$ cat config.mk
export PLATFORM = sky130hd
export DESIGN_NAME = byte_timer
export DESIGN_NICKNAME = d
export VERILOG_FILES = /design/src/rtl/byte_timer_pkg.sv /design/src/rtl/byte_timer_presc.sv /design/src/rtl/byte_timer_pin.sv /design/src/rtl/byte_timer_flag.sv /design/src/rtl/byte_timer.sv
export SDC_FILE = /design/constraint.sdc
export NUM_CORES = 1
export LEC_CHECK = 0
export ABC_CLOCK_PERIOD_IN_PS = 4780
export BUFFER_PORTS_ARGS = -buffer_cell sky130_fd_sc_hd__buf_2
export CORE_MARGIN = 3
export CORE_UTILIZATION = 45
export DETAILED_ROUTE_END_ITERATION = 7
export MAX_ROUTING_LAYER = met4
export SYNTH_ARGS = -nofsm -noshare
export SYNTH_HDL_FRONTEND = slang
export SYNTH_HIERARCHICAL = 1
export SYNTH_SLANG_ARGS = --single-unit
export TNS_END_PERCENT = 1
$ cat constraint.sdc
create_clock -name clk -period 4.78 [get_ports clk]
set_clock_uncertainty 0.1 [all_clocks]
set_input_delay 1.434 -clock clk [delete_from_list [all_inputs] [get_ports clk]]
set_output_delay 1.434 -clock clk [all_outputs]
set_load 0.01 [all_outputs]
$ cat src/rtl/byte_timer_pkg.sv
package byte_timer_pkg;
  typedef enum logic [1:0] {
    CLR_NONE    = 2'b00,
    CLR_MATCH_A = 2'b01,
    CLR_MATCH_B = 2'b10,
    CLR_PIN     = 2'b11
  } clr_mode_e;

  typedef enum logic [1:0] {
    ACT_HOLD = 2'b00,
    ACT_LOW  = 2'b01,
    ACT_HIGH = 2'b10,
    ACT_FLIP = 2'b11
  } pin_act_e;

  localparam logic [2:0] SEL_STOP  = 3'b000;
  localparam logic [2:0] SEL_DIV_A = 3'b001;
  localparam logic [2:0] SEL_DIV_B = 3'b010;
  localparam logic [2:0] SEL_DIV_C = 3'b011;
  localparam logic [2:0] SEL_CHAIN = 3'b100;

  localparam logic [2:0] REG_CTL  = 3'd0;
  localparam logic [2:0] REG_STS  = 3'd1;
  localparam logic [2:0] REG_CMPA = 3'd2;
  localparam logic [2:0] REG_CMPB = 3'd3;
  localparam logic [2:0] REG_CNT  = 3'd4;

  localparam int NUM_FLAGS = 3;
endpackage

$ cat src/rtl/byte_timer_presc.sv
module byte_timer_presc
  import byte_timer_pkg::*;
#(
  parameter int DIV_A_LOG2 = 3,
  parameter int DIV_B_LOG2 = 6,
  parameter int DIV_C_LOG2 = 13
) (
  input  logic       clk,
  input  logic       rst,
  input  logic [2:0] sel,
  input  logic       chain_tick,
  output logic       step
);
  localparam int PW = DIV_C_LOG2;
  localparam int NTAP = 3;
  localparam int TAP_LOG2 [NTAP] = '{DIV_A_LOG2, DIV_B_LOG2, DIV_C_LOG2};

  logic [PW-1:0]   pre_q;
  logic [NTAP-1:0] taps;

  always_ff @(posedge clk) begin
    if (rst) pre_q <= '0;
    else     pre_q <= pre_q + 1'b1;
  end

  // The divided clock's top bit falls on the cycle after its low bits are all ones.
  for (genvar i = 0; i < NTAP; i++) begin : g_tap
    assign taps[i] = &pre_q[TAP_LOG2[i]-1:0];
  end

  always_comb begin
    case (sel)
      SEL_DIV_A: step = taps[0];
      SEL_DIV_B: step = taps[1];
      SEL_DIV_C: step = taps[2];
      SEL_CHAIN: step = chain_tick;
      default:   step = 1'b0;
    endcase
  end
endmodule

$ cat src/rtl/byte_timer_pin.sv
module byte_timer_pin
  import byte_timer_pkg::*;
(
  input  logic     clk,
  input  logic     rst,
  input  logic     hit_a,
  input  logic     hit_b,
  input  pin_act_e act_a,
  input  pin_act_e act_b,
  output logic     pin
);
  pin_act_e eff;

  always_comb begin
    eff = ACT_HOLD;
    if (hit_a) eff = act_a;
    if (hit_b && act_b != ACT_HOLD) eff = act_b;
  end

  always_ff @(posedge clk) begin
    if (rst) pin <= 1'b0;
    else begin
      case (eff)
        ACT_LOW:  pin <= 1'b0;
        ACT_HIGH: pin <= 1'b1;
        ACT_FLIP: pin <= ~pin;
        default:  pin <= pin;
      endcase
    end
  end
endmodule

$ cat src/rtl/byte_timer_flag.sv
module byte_timer_flag (
  input  logic clk,
  input  logic rst,
  input  logic set,
  input  logic rd_hit,
  input  logic wr_zero,
  output logic flag
);
  logic armed_q;
  logic do_clr;

  assign do_clr = wr_zero && armed_q && !set;

  always_ff @(posedge clk) begin
    if (rst) begin
      flag    <= 1'b0;
      armed_q <= 1'b0;
    end else begin
      if (set)         flag <= 1'b1;
      else if (do_clr) flag <= 1'b0;
      if (do_clr)                armed_q <= 1'b0;
      else if (rd_hit && flag)   armed_q <= 1'b1;
    end
  end
endmodule

$ cat src/rtl/byte_timer.sv
module byte_timer
  import byte_timer_pkg::*;
#(
  parameter int DW         = 8,
  parameter int AW         = 3,
  parameter int DIV_A_LOG2 = 3,
  parameter int DIV_B_LOG2 = 6,
  parameter int DIV_C_LOG2 = 13
) (
  input  logic          clk,
  input  logic          rst,
  input  logic          bus_wr,
  input  logic          bus_rd,
  input  logic [AW-1:0] bus_addr,
  input  logic [DW-1:0] bus_wdata,
  output logic [DW-1:0] bus_rdata,
  input  logic          chain_tick,
  input  logic          ext_clr,
  output logic          cmp_pin,
  output logic          irq_match_a,
  output logic          irq_match_b,
  output logic          irq_ovf,
  output logic          adc_trig,
  output logic          ovf_out
);
  localparam int CFGW = 5;

  logic [DW-1:0]        ctl_q, cmp_a_q, cmp_b_q, cnt_q;
  logic [CFGW-1:0]      cfg_q;
  logic                 ext_q;
  logic                 step, hit_a, hit_b, match_clr, wrap, ext_edge;
  logic                 wr_ctl, wr_sts, wr_cmpa, wr_cmpb, wr_cnt, rd_sts;
  logic [NUM_FLAGS-1:0] flag_v, set_v;
  clr_mode_e            clr_mode;

  assign clr_mode = clr_mode_e'(ctl_q[4:3]);
  assign wr_ctl  = bus_wr && bus_addr == REG_CTL;
  assign wr_sts  = bus_wr && bus_addr == REG_STS;
  assign wr_cmpa = bus_wr && bus_addr == REG_CMPA;
  assign wr_cmpb = bus_wr && bus_addr == REG_CMPB;
  assign wr_cnt  = bus_wr && bus_addr == REG_CNT;
  assign rd_sts  = bus_rd && bus_addr == REG_STS;

  byte_timer_presc #(
    .DIV_A_LOG2(DIV_A_LOG2),
    .DIV_B_LOG2(DIV_B_LOG2),
    .DIV_C_LOG2(DIV_C_LOG2)
  ) u_presc (
    .clk(clk), .rst(rst), .sel(ctl_q[2:0]), .chain_tick(chain_tick), .step(step)
  );

  assign hit_a     = step && cnt_q == cmp_a_q;
  assign hit_b     = step && cnt_q == cmp_b_q;
  assign match_clr = (clr_mode == CLR_MATCH_A && hit_a) || (clr_mode == CLR_MATCH_B && hit_b);
  assign wrap      = step && !match_clr && (&cnt_q);
  assign ext_edge  = clr_mode == CLR_PIN && ext_clr && !ext_q;

  always_ff @(posedge clk) begin
    if (rst) begin
      ctl_q   <= '0;
      cmp_a_q <= '0;
      cmp_b_q <= '0;
      cfg_q   <= '0;
      cnt_q   <= '0;
      ext_q   <= 1'b0;
    end else begin
      ext_q <= ext_clr;
      if (wr_ctl)  ctl_q   <= bus_wdata;
      if (wr_cmpa) cmp_a_q <= bus_wdata;
      if (wr_cmpb) cmp_b_q <= bus_wdata;
      if (wr_sts)  cfg_q   <= bus_wdata[CFGW-1:0];
      if (wr_cnt)        cnt_q <= bus_wdata;
      else if (ext_edge) cnt_q <= '0;
      else if (step)     cnt_q <= match_clr ? '0 : cnt_q + 1'b1;
    end
  end

  // Flag order: 0 overflow (status bit 5), 1 match A (bit 6), 2 match B (bit 7).
  assign set_v = {hit_b, hit_a, wrap};
  for (genvar i = 0; i < NUM_FLAGS; i++) begin : g_flag
    byte_timer_flag u_flag (
      .clk(clk), .rst(rst), .set(set_v[i]), .rd_hit(rd_sts),
      .wr_zero(wr_sts && !bus_wdata[CFGW+i]), .flag(flag_v[i])
    );
  end

  byte_timer_pin u_pin (
    .clk(clk), .rst(rst), .hit_a(hit_a), .hit_b(hit_b),
    .act_a(pin_act_e'(cfg_q[1:0])), .act_b(pin_act_e'(cfg_q[3:2])), .pin(cmp_pin)
  );

  always_ff @(posedge clk) begin
    if (rst) begin
      bus_rdata <= '0;
      adc_trig  <= 1'b0;
      ovf_out   <= 1'b0;
    end else begin
      adc_trig <= hit_a && cfg_q[4];
      ovf_out  <= wrap;
      if (bus_rd) begin
        case (bus_addr)
          REG_CTL:  bus_rdata <= ctl_q;
          REG_STS:  bus_rdata <= {flag_v, cfg_q};
          REG_CMPA: bus_rdata <= cmp_a_q;
          REG_CMPB: bus_rdata <= cmp_b_q;
          REG_CNT:  bus_rdata <= cnt_q;
          default:  bus_rdata <= '0;
        endcase
      end
    end
  end

  assign irq_ovf     = flag_v[0] && ctl_q[5];
  assign irq_match_a = flag_v[1] && ctl_q[6];
  assign irq_match_b = flag_v[2] && ctl_q[7];
endmodule

==> flow_summary.json <==
{
  "dp_hpwl_um": 6410,
  "cts_setup_buffers": 0,
  "worst-path-stages": 9,
  "rr_endpoint": "g_flag[0].u_flag/armed_q",
  "leakage_nw": 1.38,
  "synth_flop_cell": "dfxtp_1",
  "fmax_mhz": 306,
  "cts_hold_buf": 0,
  "endpoint": "g_flag[0].u_flag/armed_q",
  "rr_worst_depth": 10,
  "min_period_ns": 3.27,
  "synth-warning-count": 6,
  "wl_per_cell_um": 17.1,
  "rsz0062_at_grt": "false",
  "avgSynthCellArea_um2": 8.38,
  "drt-initial-drc-count": 218,
  "timing.hold.ws_ns": 0.373,
  "cp.buffers_inverters": 1,
  "grt-ovfl-total": 0,
  "grt_pass1_vias": 2744,
  "drc": 0,
  "start_kind": "primary input",
  "async_flop_share": 0,
  "area_growth_pct": 9.62,
  "crit_start": "chain_tick",
  "yosysMostFrequentCell": "dfxtp_1",
  "rr_startpoint": "u_presc/pre_q[0]",
  "die_h_um": 93.7,
  "floorplan.initialDensity": 0.470,
  "cpMaxStageDelayCell": "or3b_1",
  "drive_above_1_share": 0.147,
  "cts_tree": "done",
  "power.total_mw": 1.22,
  "outcome": "finished clean",
  "clk_pin_slew_ns": 0.08,
  "clock_latency_ns": 0.34,
  "worstHoldStart": "u_presc/pre_q[0]",
  "ys_top_cells_by_count": "68 x dfxtp_1, 42 x a21oi_1, 37 x nand2_1",
  "synth_edf_count": 0,
  "synth_top_cell_by_area": "dfxtp_1",
  "synth_seq_cells": 68,
  "cp_top_family": "simple AND/OR/NAND/NOR gates",
  "worstSetupPathType": "primary input to flop",
  "setup_viol": 0,
  "antenna_found_initial": 0,
  "synth_top_area_frac": 0.393,
  "fin_area_mm2": 0.00379,
  "required_ns": 4.90,
  "portBuffers": 30,
  "dpl-instance-area_mm2": 0.00360,
  "cts_buffers": 9,
  "r2r_slack_ns": 1.70,
  "cts-root-buf": "clkbuf_8",
  "die_area_mm2": 0.00878,
  "viasPerCell": 5.69,
  "io-pin-count": 31,
  "synth_area_leaders": "dfxtp_1 39%, a21oi_1 6.1%, mux2i_1 4.3%, nand2_1 4.0%, nor2_1 3.8%",
  "tightest_slew_ns": 0.663,
  "hp-class": "flop to flop",
  "power_density_mw_per_mm2": 322,
  "syn-cell-area_mm2": 0.00346,
  "max_slew_margin": 0.558,
  "cpPeakStageDelay_ns": 0.40,
  "slew_viol_final": 0,
  "critPathCaptureType": "flop",
  "core_area_mm2": 0.00737,
  "globalplace.congestion": 0.872,
  "tns_ns": 0,
  "synth_nets": 433,
  "track_usage": 0.225,
  "seq_area_frac_synth": 0.393,
  "yosysUniqueCellTypes": 51,
  "finalCritPeriodShare": 0.685,
  "cts_buffer_depth": 2,
  "post_cts_resized": 0,
  "ant_nets": 0,
  "timing.final.hold_violations": 0,
  "routed_wl_um": 9040,
  "htree_num_levels": 3,
  "vias": 3012,
  "fp.dieW_um": 93.7,
  "clkSinkCount": 68,
  "first_pass_iters": 5,
  "grt_pass1_wl_um": 14800,
  "rows": 31,
  "path_cells": "buf_2, nor4bb_1, or4_1, nand4_1, or3b_1, o22ai_2, nor2_1, and3b_1, nor3_1",
  "drv_cap": 0,
  "grt_max_degree": 38,
  "ir_drop_v": 0.000224,
  "nets": 445,
  "critical_path_arrival_ns": 3.39,
  "antenna_cells": 0,
  "cp_max_fo": 10,
  "postSynthCellCount": 413,
  "nFillCells": 744
}
[layout by cell type, fill, tap and decap left out, types with 13 or more instances in the layout]
cell type / instances
buf_2: 30
a22oi_1: 14
nor2_1: 35
a21oi_1: 42
nor3_1: 14
dfxtp_1: 68
mux2i_1: 15
nand2_1: 37
nor2b_1: 13
nand3_1: 18
[sequential cells by signal, indices dropped and copies added, names as in the netlist]
signal / flops
adc_trig: 1
bus_rdata: 8
cfg_q: 5
cmp_a_q: 8
cmp_b_q: 8
cnt_q: 8
ctl_q: 8
ext_q: 1
g_flag.u_flag/armed_q: 3
g_flag.u_flag/flag: 3
ovf_out: 1
u_pin/pin: 1
u_presc/pre_q: 13
[kinds of logic (layout without fill, tap and decap cells)]
family	count (synthesis)	in the layout	synth area share
AND/OR/NAND/NOR	169	169	0.257
XOR/XNOR	18	18	0.0456
flip-flops	68	68	0.393
multiplexers	22	22	0.0662
AO/OA/AOI/OAI	96	96	0.176
buffers and inverters	37	54	0.0510
adder cells (fa/ha/maj)	3	3	0.0108
[worst min path at each step]
stage,cells past startpoint,slack [ns],to
floorplan,1,0.33,u_presc/pre_q[0]
global placement,1,0.35,u_presc/pre_q[0]
global route,2,0.40,ctl_q[5]
CTS,2,0.38,bus_rdata[6]
finish,1,0.37,u_presc/pre_q[0]
detailed placement,1,0.36,u_presc/pre_q[0]
[routing by layer]
| layer | up-vias | global-route usage | share of wire |
|---|---|---|---|
| li1 | 1497 | - | - |
| met1 | 1411 | 0.307 | 0.47 |
| met2 | 89 | 0.332 | 0.45 |
| met3 | 15 | 0.0457 | 0.050 |
| met4 | 0 | 0.0770 | 0.025 |
| met5 | - | - | 0 |
[final cells by class]
| type | count | area [um^2] | area share |
|---|---|---|---|
| multi-input combinational | 308 | 1920 | 0.507 |
| sequential | 68 | 1360 | 0.359 |
| timing repair buffer | 32 | 165 | 0.0435 |
| clock buffer | 9 | 124 | 0.0327 |
| tap | 99 | 124 | 0.0327 |
| clock inverter | 7 | 73.8 | 0.0195 |
| inverter | 6 | 22.5 | 0.00594 |
[where the power goes]
part           internal, mW  total [mW]  leakage (nW)  switching [mW]
Combinational        0.0495       0.122         0.732          0.0726
Clock                 0.244       0.482         0.100           0.238
Sequential            0.583       0.617         0.551          0.0334
Total                 0.877        1.22          1.38           0.344
[worst register-to-register path: cells and delay by family, from the launching register on]
family | cells | cell delay, ns
fa+ha+maj | 1 | 0.19
simple gates | 8 | 1.90
flops | 1 | 0.38
compound gates | 1 | 0.39
[stage by stage]
stage / cells / utilization / worst slack, ns
finish: 529 / 0.515 / 1.51
global route: 529 / 0.515 / 1.39
CTS: 529 / 0.515 / 1.54
detailed placement: 513 / 0.488 / 1.16
global placement: 513 / 0.488 / 1.22
floorplan: 413 / - / 1.55
Note: power is estimated with default switching activity, not from simulation.
